File: src/rtl/sou_pkg.sv
package sou_pkg;

  typedef enum logic [1:0] {
    OP_LOAD  = 2'd0,
    OP_STORE = 2'd1,
    OP_FENCE = 2'd2,
    OP_NONE  = 2'd3
  } reqOp_e;

  typedef enum logic [1:0] {
    FN_FULL = 2'd0,
    FN_STLD = 2'd1,
    FN_LDLD = 2'd2,
    FN_RSVD = 2'd3
  } fenceKind_e;

  // strobes from control to datapath
  typedef struct packed {
    logic push;
    logic pop;
    logic fwdCapture;
    logic fwdSel;
  } bufStrobe_t;

  // status from datapath back to control
  typedef struct packed {
    logic empty;
    logic full;
    logic hit;
  } bufStatus_t;

endpackage

File: src/rtl/sou_datapath.sv
module sou_datapath
  import sou_pkg::*;
#(
  parameter int AddrW = 16,
  parameter int DataW = 32,
  parameter int Depth = 4
) (
  input  logic             clk,
  input  logic             rstN,
  input  bufStrobe_t       strobe,
  input  logic [AddrW-1:0] reqAddr,
  input  logic [DataW-1:0] reqData,
  input  logic [DataW-1:0] cacheRspData,
  output bufStatus_t       status,
  output logic [AddrW-1:0] updAddr,
  output logic [DataW-1:0] updData,
  output logic [DataW-1:0] rspData
);

  localparam int PtrW = (Depth > 1) ? $clog2(Depth) : 1;
  localparam int CntW = $clog2(Depth + 1);

  logic [AddrW-1:0] addrQ [Depth];
  logic [DataW-1:0] dataQ [Depth];
  logic [PtrW-1:0]  rdPtr, wrPtr;
  logic [CntW-1:0]  count;
  logic             hit;
  logic [DataW-1:0] hitData;
  logic [DataW-1:0] fwdData;

  function automatic logic [PtrW-1:0] nextPtr(input logic [PtrW-1:0] p);
    return (p == PtrW'(Depth - 1)) ? '0 : p + 1'b1;
  endfunction

  // entry storage, written at the tail
  always_ff @(posedge clk) begin
    if (strobe.push) begin
      addrQ[wrPtr] <= reqAddr;
      dataQ[wrPtr] <= reqData;
    end
  end

  always_ff @(posedge clk) begin
    if (!rstN) begin
      rdPtr <= '0;
      wrPtr <= '0;
      count <= '0;
    end else begin
      if (strobe.push) wrPtr <= nextPtr(wrPtr);
      if (strobe.pop)  rdPtr <= nextPtr(rdPtr);
      case ({strobe.push, strobe.pop})
        2'b10:   count <= count + 1'b1;
        2'b01:   count <= count - 1'b1;
        default: count <= count;
      endcase
    end
  end

  // youngest-match search: walk oldest to youngest, last match wins
  always_comb begin
    logic [PtrW:0] sumIdx;
    hit     = 1'b0;
    hitData = '0;
    for (int k = 0; k < Depth; k++) begin
      sumIdx = (PtrW+1)'(rdPtr) + (PtrW+1)'(k);
      if (sumIdx >= (PtrW+1)'(Depth)) sumIdx = sumIdx - (PtrW+1)'(Depth);
      if (CntW'(k) < count && addrQ[sumIdx[PtrW-1:0]] == reqAddr) begin
        hit     = 1'b1;
        hitData = dataQ[sumIdx[PtrW-1:0]];
      end
    end
  end

  always_ff @(posedge clk) begin
    if (!rstN)                  fwdData <= '0;
    else if (strobe.fwdCapture) fwdData <= hitData;
  end

  assign status.empty = (count == '0);
  assign status.full  = (count == CntW'(Depth));
  assign status.hit   = hit;
  assign updAddr      = addrQ[rdPtr];
  assign updData      = dataQ[rdPtr];
  assign rspData      = strobe.fwdSel ? fwdData : cacheRspData;

  // the control never pushes into a full buffer
  assert_no_overflow_R2: assert property (@(posedge clk) disable iff (!rstN)
    strobe.push |-> !status.full);

  // an entry is freed only while one is held
  assert_no_underflow_R4: assert property (@(posedge clk) disable iff (!rstN)
    strobe.pop |-> !status.empty);

  // the offered head does not change without a pop
  assert_head_stable_R3: assert property (@(posedge clk) disable iff (!rstN)
    (!strobe.pop && !status.empty) |=> ($stable(updAddr) && $stable(updData)));

endmodule

File: src/rtl/sou_control.sv
module sou_control
  import sou_pkg::*;
#(
  parameter int MaxLoads = 4
) (
  input  logic       clk,
  input  logic       rstN,
  input  logic       reqValid,
  input  logic [1:0] reqOp,
  input  logic [1:0] reqFence,
  input  bufStatus_t status,
  input  logic       updReady,
  input  logic       updAck,
  input  logic       cacheRspValid,
  output logic       reqReady,
  output bufStrobe_t strobe,
  output logic       updValid,
  output logic       cacheRdValid,
  output logic       rspValid,
  output logic       fenceDone
);

  localparam int LdW = $clog2(MaxLoads + 1);

  logic [LdW-1:0] loadsOut;
  logic           inFlight;
  logic           fwdValid;
  logic           fenceDoneQ;
  logic           isLoad, isStore, isFence;
  logic           loadsIdle, storesIdle;
  logic           accept, issueRd;

  assign isLoad  = (reqOp == OP_LOAD);
  assign isStore = (reqOp == OP_STORE);
  assign isFence = (reqOp == OP_FENCE);

  assign loadsIdle  = (loadsOut == '0) && !fwdValid;
  assign storesIdle = status.empty;

  always_comb begin
    reqReady = 1'b1;
    if (isStore) begin
      reqReady = !status.full;
    end else if (isLoad) begin
      reqReady = status.hit ? (loadsOut == '0) : (loadsOut < LdW'(MaxLoads));
    end else if (isFence) begin
      case (reqFence)
        FN_STLD: reqReady = storesIdle;
        FN_LDLD: reqReady = loadsIdle;
        default: reqReady = storesIdle && loadsIdle;
      endcase
    end
  end

  assign accept  = reqValid && reqReady;
  assign issueRd = accept && isLoad && !status.hit;

  assign cacheRdValid      = issueRd;
  assign strobe.push       = accept && isStore;
  assign strobe.pop        = inFlight && updAck;
  assign strobe.fwdCapture = accept && isLoad && status.hit;
  assign strobe.fwdSel     = fwdValid;
  assign updValid          = !status.empty && !inFlight;
  assign rspValid          = fwdValid || cacheRspValid;
  assign fenceDone         = fenceDoneQ;

  always_ff @(posedge clk) begin
    if (!rstN) begin
      loadsOut   <= '0;
      inFlight   <= 1'b0;
      fwdValid   <= 1'b0;
      fenceDoneQ <= 1'b0;
    end else begin
      case ({issueRd, cacheRspValid})
        2'b10:   loadsOut <= loadsOut + 1'b1;
        2'b01:   loadsOut <= loadsOut - 1'b1;
        default: loadsOut <= loadsOut;
      endcase
      if (updValid && updReady)   inFlight <= 1'b1;
      else if (inFlight && updAck) inFlight <= 1'b0;
      fwdValid   <= strobe.fwdCapture;
      fenceDoneQ <= accept && isFence;
    end
  end

  // outstanding cache reads never exceed the limit
  assert_load_limit_R7: assert property (@(posedge clk) disable iff (!rstN)
    loadsOut <= LdW'(MaxLoads));

  // a forwarded response never collides with a cache response
  assert_rsp_order_R7: assert property (@(posedge clk) disable iff (!rstN)
    fwdValid |-> !cacheRspValid);

  // an offered update is held until taken
  assert_upd_hold_R3: assert property (@(posedge clk) disable iff (!rstN)
    (updValid && !updReady) |=> updValid);

  // the update in flight still owns its buffer entry
  assert_inflight_owned_R4: assert property (@(posedge clk) disable iff (!rstN)
    inFlight |-> !status.empty);

  // a fence completion is preceded by a fence acceptance with no read
  assert_fence_quiet_R8: assert property (@(posedge clk) disable iff (!rstN)
    (accept && isFence) |=> (fenceDone && !$past(cacheRdValid)));

endmodule

File: src/rtl/store_order_unit.sv
module store_order_unit
  import sou_pkg::*;
#(
  parameter int AddrW    = 16,
  parameter int DataW    = 32,
  parameter int Depth    = 4,
  parameter int MaxLoads = 4
) (
  input  logic             clk,
  input  logic             rstN,
  input  logic             reqValid,
  output logic             reqReady,
  input  logic [1:0]       reqOp,
  input  logic [1:0]       reqFence,
  input  logic [AddrW-1:0] reqAddr,
  input  logic [DataW-1:0] reqData,
  output logic             rspValid,
  output logic [DataW-1:0] rspData,
  output logic             fenceDone,
  output logic             updValid,
  input  logic             updReady,
  output logic [AddrW-1:0] updAddr,
  output logic [DataW-1:0] updData,
  input  logic             updAck,
  output logic             cacheRdValid,
  output logic [AddrW-1:0] cacheRdAddr,
  input  logic             cacheRspValid,
  input  logic [DataW-1:0] cacheRspData
);

  bufStrobe_t strobe;
  bufStatus_t status;

  sou_control #(.MaxLoads(MaxLoads)) uCtrl (
    .clk          (clk),
    .rstN         (rstN),
    .reqValid     (reqValid),
    .reqOp        (reqOp),
    .reqFence     (reqFence),
    .status       (status),
    .updReady     (updReady),
    .updAck       (updAck),
    .cacheRspValid(cacheRspValid),
    .reqReady     (reqReady),
    .strobe       (strobe),
    .updValid     (updValid),
    .cacheRdValid (cacheRdValid),
    .rspValid     (rspValid),
    .fenceDone    (fenceDone)
  );

  sou_datapath #(.AddrW(AddrW), .DataW(DataW), .Depth(Depth)) uData (
    .clk         (clk),
    .rstN        (rstN),
    .strobe      (strobe),
    .reqAddr     (reqAddr),
    .reqData     (reqData),
    .cacheRspData(cacheRspData),
    .status      (status),
    .updAddr     (updAddr),
    .updData     (updData),
    .rspData     (rspData)
  );

  assign cacheRdAddr = reqAddr;

endmodule

File: config.mk
export PLATFORM = sky130hd
export DESIGN_NAME = store_order_unit
export DESIGN_NICKNAME = d
export VERILOG_FILES = /design/src/rtl/sou_pkg.sv /design/src/rtl/sou_datapath.sv /design/src/rtl/sou_control.sv /design/src/rtl/store_order_unit.sv
export SDC_FILE = /design/constraint.sdc
export NUM_CORES = 1
export LEC_CHECK = 0
export ABC_AREA = 1
export BUFFER_PORTS_ARGS = -buffer_cell sky130_fd_sc_hd__clkbuf_2
export CORE_ASPECT_RATIO = 0.5
export CORE_MARGIN = 3
export CORE_UTILIZATION = 30
export DETAILED_ROUTE_END_ITERATION = 7
export GPL_TIMING_DRIVEN = 0
export PLACE_DENSITY = 0.55
export SYNTH_ARGS = -nofsm -noshare
export SYNTH_HDL_FRONTEND = slang
export SYNTH_SLANG_ARGS = --single-unit
File: constraint.sdc
create_clock -name clk -period 7 [get_ports clk]
set_input_delay 1.4 -clock clk [delete_from_list [all_inputs] [get_ports clk]]
set_output_delay 1.4 -clock clk [all_outputs]
set_load 0.005 [all_outputs]
==> flow_summary.ini <==
[sta]
hold-worst-slack_ns = 0.477
fmax_mhz = 175
rsz0062_at_grt = false
max_slew.worst_pin.slew_ns = 1.01
setup_viol = 0
finalHoldViolCount = 0
fin_crit_sh = 0.817
finalCriticalPeriod_ns = 5.72
finalMaxSlewViolations = 0
fin_skew_ns = 0.0418
slew_headroom = 0.329

[routing]
wl_met2_um = 29300
wl_met3_um = 5090
ant_nets = 0
via_per_inst = 5.09
drt-initial-drc-count = 2101
num_vias = 17300
routed_wl_um = 65300
route.detailed.drc = 0
m1WireLength_um = 29000
dr.pass1.iters = 6
wire_per_inst_um = 19.2
top_layer_used = met4

[synth]
syn_avg_cell_area_sq_um = 6.91
synth-seq-area-share = 0.403
syn_area_sq_um = 16600
synth.distinct_cells = 43
async_reset_ff_frac = 0
synth_nets = 2511
synth_cells = 2407
synthFlopType = edfxtp_1
synth_edf_count = 192
ys_ff_latch = 239
yosys_warnings = 0

[worst_setup_path]
critPathRequiredTime_ns = 5.60
cp-start-kind = register
critPathArrivalTime_ns = 4.32
worstPathMaxFanout = 10
endpoint_kind = output port
critical_path_class = register to output port

[clock_tree]
clk_pin_slew_ns = 0.06
cts_tree = done
root_buffer = clkbuf_16
clk_latency_ns = 0.59
cts_resized = 0
ctsHoldBuffers = 0
h-tree-depth = 1
clock_sinks = 239
cts_buffer_depth = 3
cts_setup_buffers = 0
cts_buffers = 26

[floorplanning]
die_h_um = 172
dieArea_sq_um = 58500
ios = 191
rows = 60
initial_core_util = 0.306
die-width_um = 339
core-area_sq_um = 54300

[finish]
area_growth_pct = 17.8
final_area_sq_um = 19600
drive_above_1_share = 0.129
nNetsFinal = 2734

[placement]
port_buffers = 189
dp_hpwl_um = 48700
place.gp.congestion = 0.956
placed_cell_area_sq_um = 18700

[grt]
grt_pass1_vias = 16300
antenna_found_initial = 2
grt_pass1_wl_um = 98200
grt_max_degree = 26
gr-total-overflow = 0
grtUsageTotal = 0.217

[power_and_ir_drop]
ir_worst_vdd_uv = 144
powerDensity_nw_per_um2 = 198
leakage_uw = 0.00899

[run]
cap_viol_max_count = 0

[run_status]
status = finished clean

[hold_path]
hold_path.class = register to register
-- where the power goes --
group          switching [uW]  internal [uW]
clock network             611            850
logic                     581            260
registers                14.6           1550
-- cells by family after synthesis --
group,count (synthesis),share of synthesized area
and+or+nand+nor,1274,0.314
AOI/OAI and AO/OA,439,0.143
DFF,239,0.403
muxes,32,0.0193
xor gates and xnor gates,6,0.00316
buffers and inverters,403,0.106
adders and majority gates,14,0.0110
-- synthesized netlist by cell type (32+ instances only) --
cell type	count	area share
a21oi_1	113	0.034
buf_2	44	0.013
clkbuf_1	66	0.015
dfxtp_1	47	0.057
edfxtp_1	192	0.35
inv_1	233	0.053
mux2i_1	32	0.019
nand2_1	633	0.14
nand3_1	247	0.074
nor2_1	353	0.080
o21a_1	32	0.014
o21ai_0	242	0.073
o22ai_1	33	0.012
-- worst paths after layout --
path / start / end / slack (ns) / cells after the start
hold reg to reg: uCtrl.loadsOut[0]$_SDFFE_PN0P_ / uCtrl.loadsOut[0]$_SDFFE_PN0P_ / 0.48 / 1
hold / removal: uCtrl.loadsOut[0]$_SDFFE_PN0P_ / uCtrl.loadsOut[0]$_SDFFE_PN0P_ / 0.48 / 1
setup / recovery: uData.rdPtr[1]$_SDFFE_PN0P_ / cacheRdValid / 1.28 / 21
setup reg to reg: uData.rdPtr[1]$_SDFFE_PN0P_ / uData.addrQ[1][10]$_DFFE_PP_ / 2.17 / 20
-- layer usage --
| metal | GRT usage | vias to the layer above |
|---|---|---|
| met2 | 0.359 | 754 |
| met1 | 0.298 | 8070 |
| met4 | 0.0645 | 0 |
| met3 | 0.0295 | 121 |
| li1 | - | 8346 |
| met5 | 0 | - |
-- through the flow --
step,instances,setup TNS [ns],util,setup slack (ns),total power (uW)
final,3395,0,0.361,1.28,3870
after global routing,3395,0,0.361,1.02,4040
after CTS,3394,0,0.361,1.32,3890
after detailed placement,3346,0,0.344,1.51,2420
after global placement,3340,-230.63,0.341,-1.32,2420
after floorplan,2407,0,-,1.73,2090
-- cells in the final DEF, fill, tap and decap left out, types with 8 or more instances in the layout --
master / n
buf_6: 12
o21ai_0: 242
nand4_1: 15
edfxtp_1: 192
nand3_1: 247
ha_1: 13
o22ai_1: 33
mux2i_1: 32
buf_2: 44
nor2_1: 349
o21a_1: 32
buf_1: 16
inv_1: 233
nand2_1: 633
a21oi_1: 113
dfxtp_1: 47
o211ai_1: 8
clkbuf_16: 29
buf_4: 27
clkbuf_1: 69
clkbuf_2: 189
-- final cells by class --
class                           instances  area [sq um]
Fill cell                            5771         34700
Multi-Input combinational cell       1765          8190
Sequential cell                       239          6710
Timing Repair Buffer                  195          1080
Tap cell                              744           931
Inverter                              238           896
Buffer                                165           866
Clock buffer                           34           764
Clock inverter                         14           149
Antenna cell                            1          2.50
-- worst max-delay path, cell delays in order (launching register included) --
cell and delay, ns:
dfxtp_1 0.55, ha_1 0.36, inv_1 0.27, buf_2 0.38
nand3_1 0.15, nand2_1 0.08, nand2_1 0.15, nand2_1 0.10
nor2_1 0.05, nand2_1 0.10, nor2_1 0.05, nand3_1 0.06
nand2_1 0.07, nor2_2 0.23, nand2_1 0.08, nand2_1 0.10
nand4_2 0.14, nor2_4 0.34, buf_4 0.24, nand2_1 0.08
inv_1 0.07, clkbuf_2 0.10
-- registers in the layout, summed over array words and instances (netlist names), named ones only --
signal,flops
uCtrl.inFlight,1
uCtrl.fwdValid,1
uData.fwdData,32
uData.count,3
uData.rdPtr,2
uData.addrQ,64
uCtrl.fenceDone,1
uData.wrPtr,2
uData.dataQ,128
uCtrl.loadsOut,3
No activity file was read; power rests on OpenSTA's default activity.
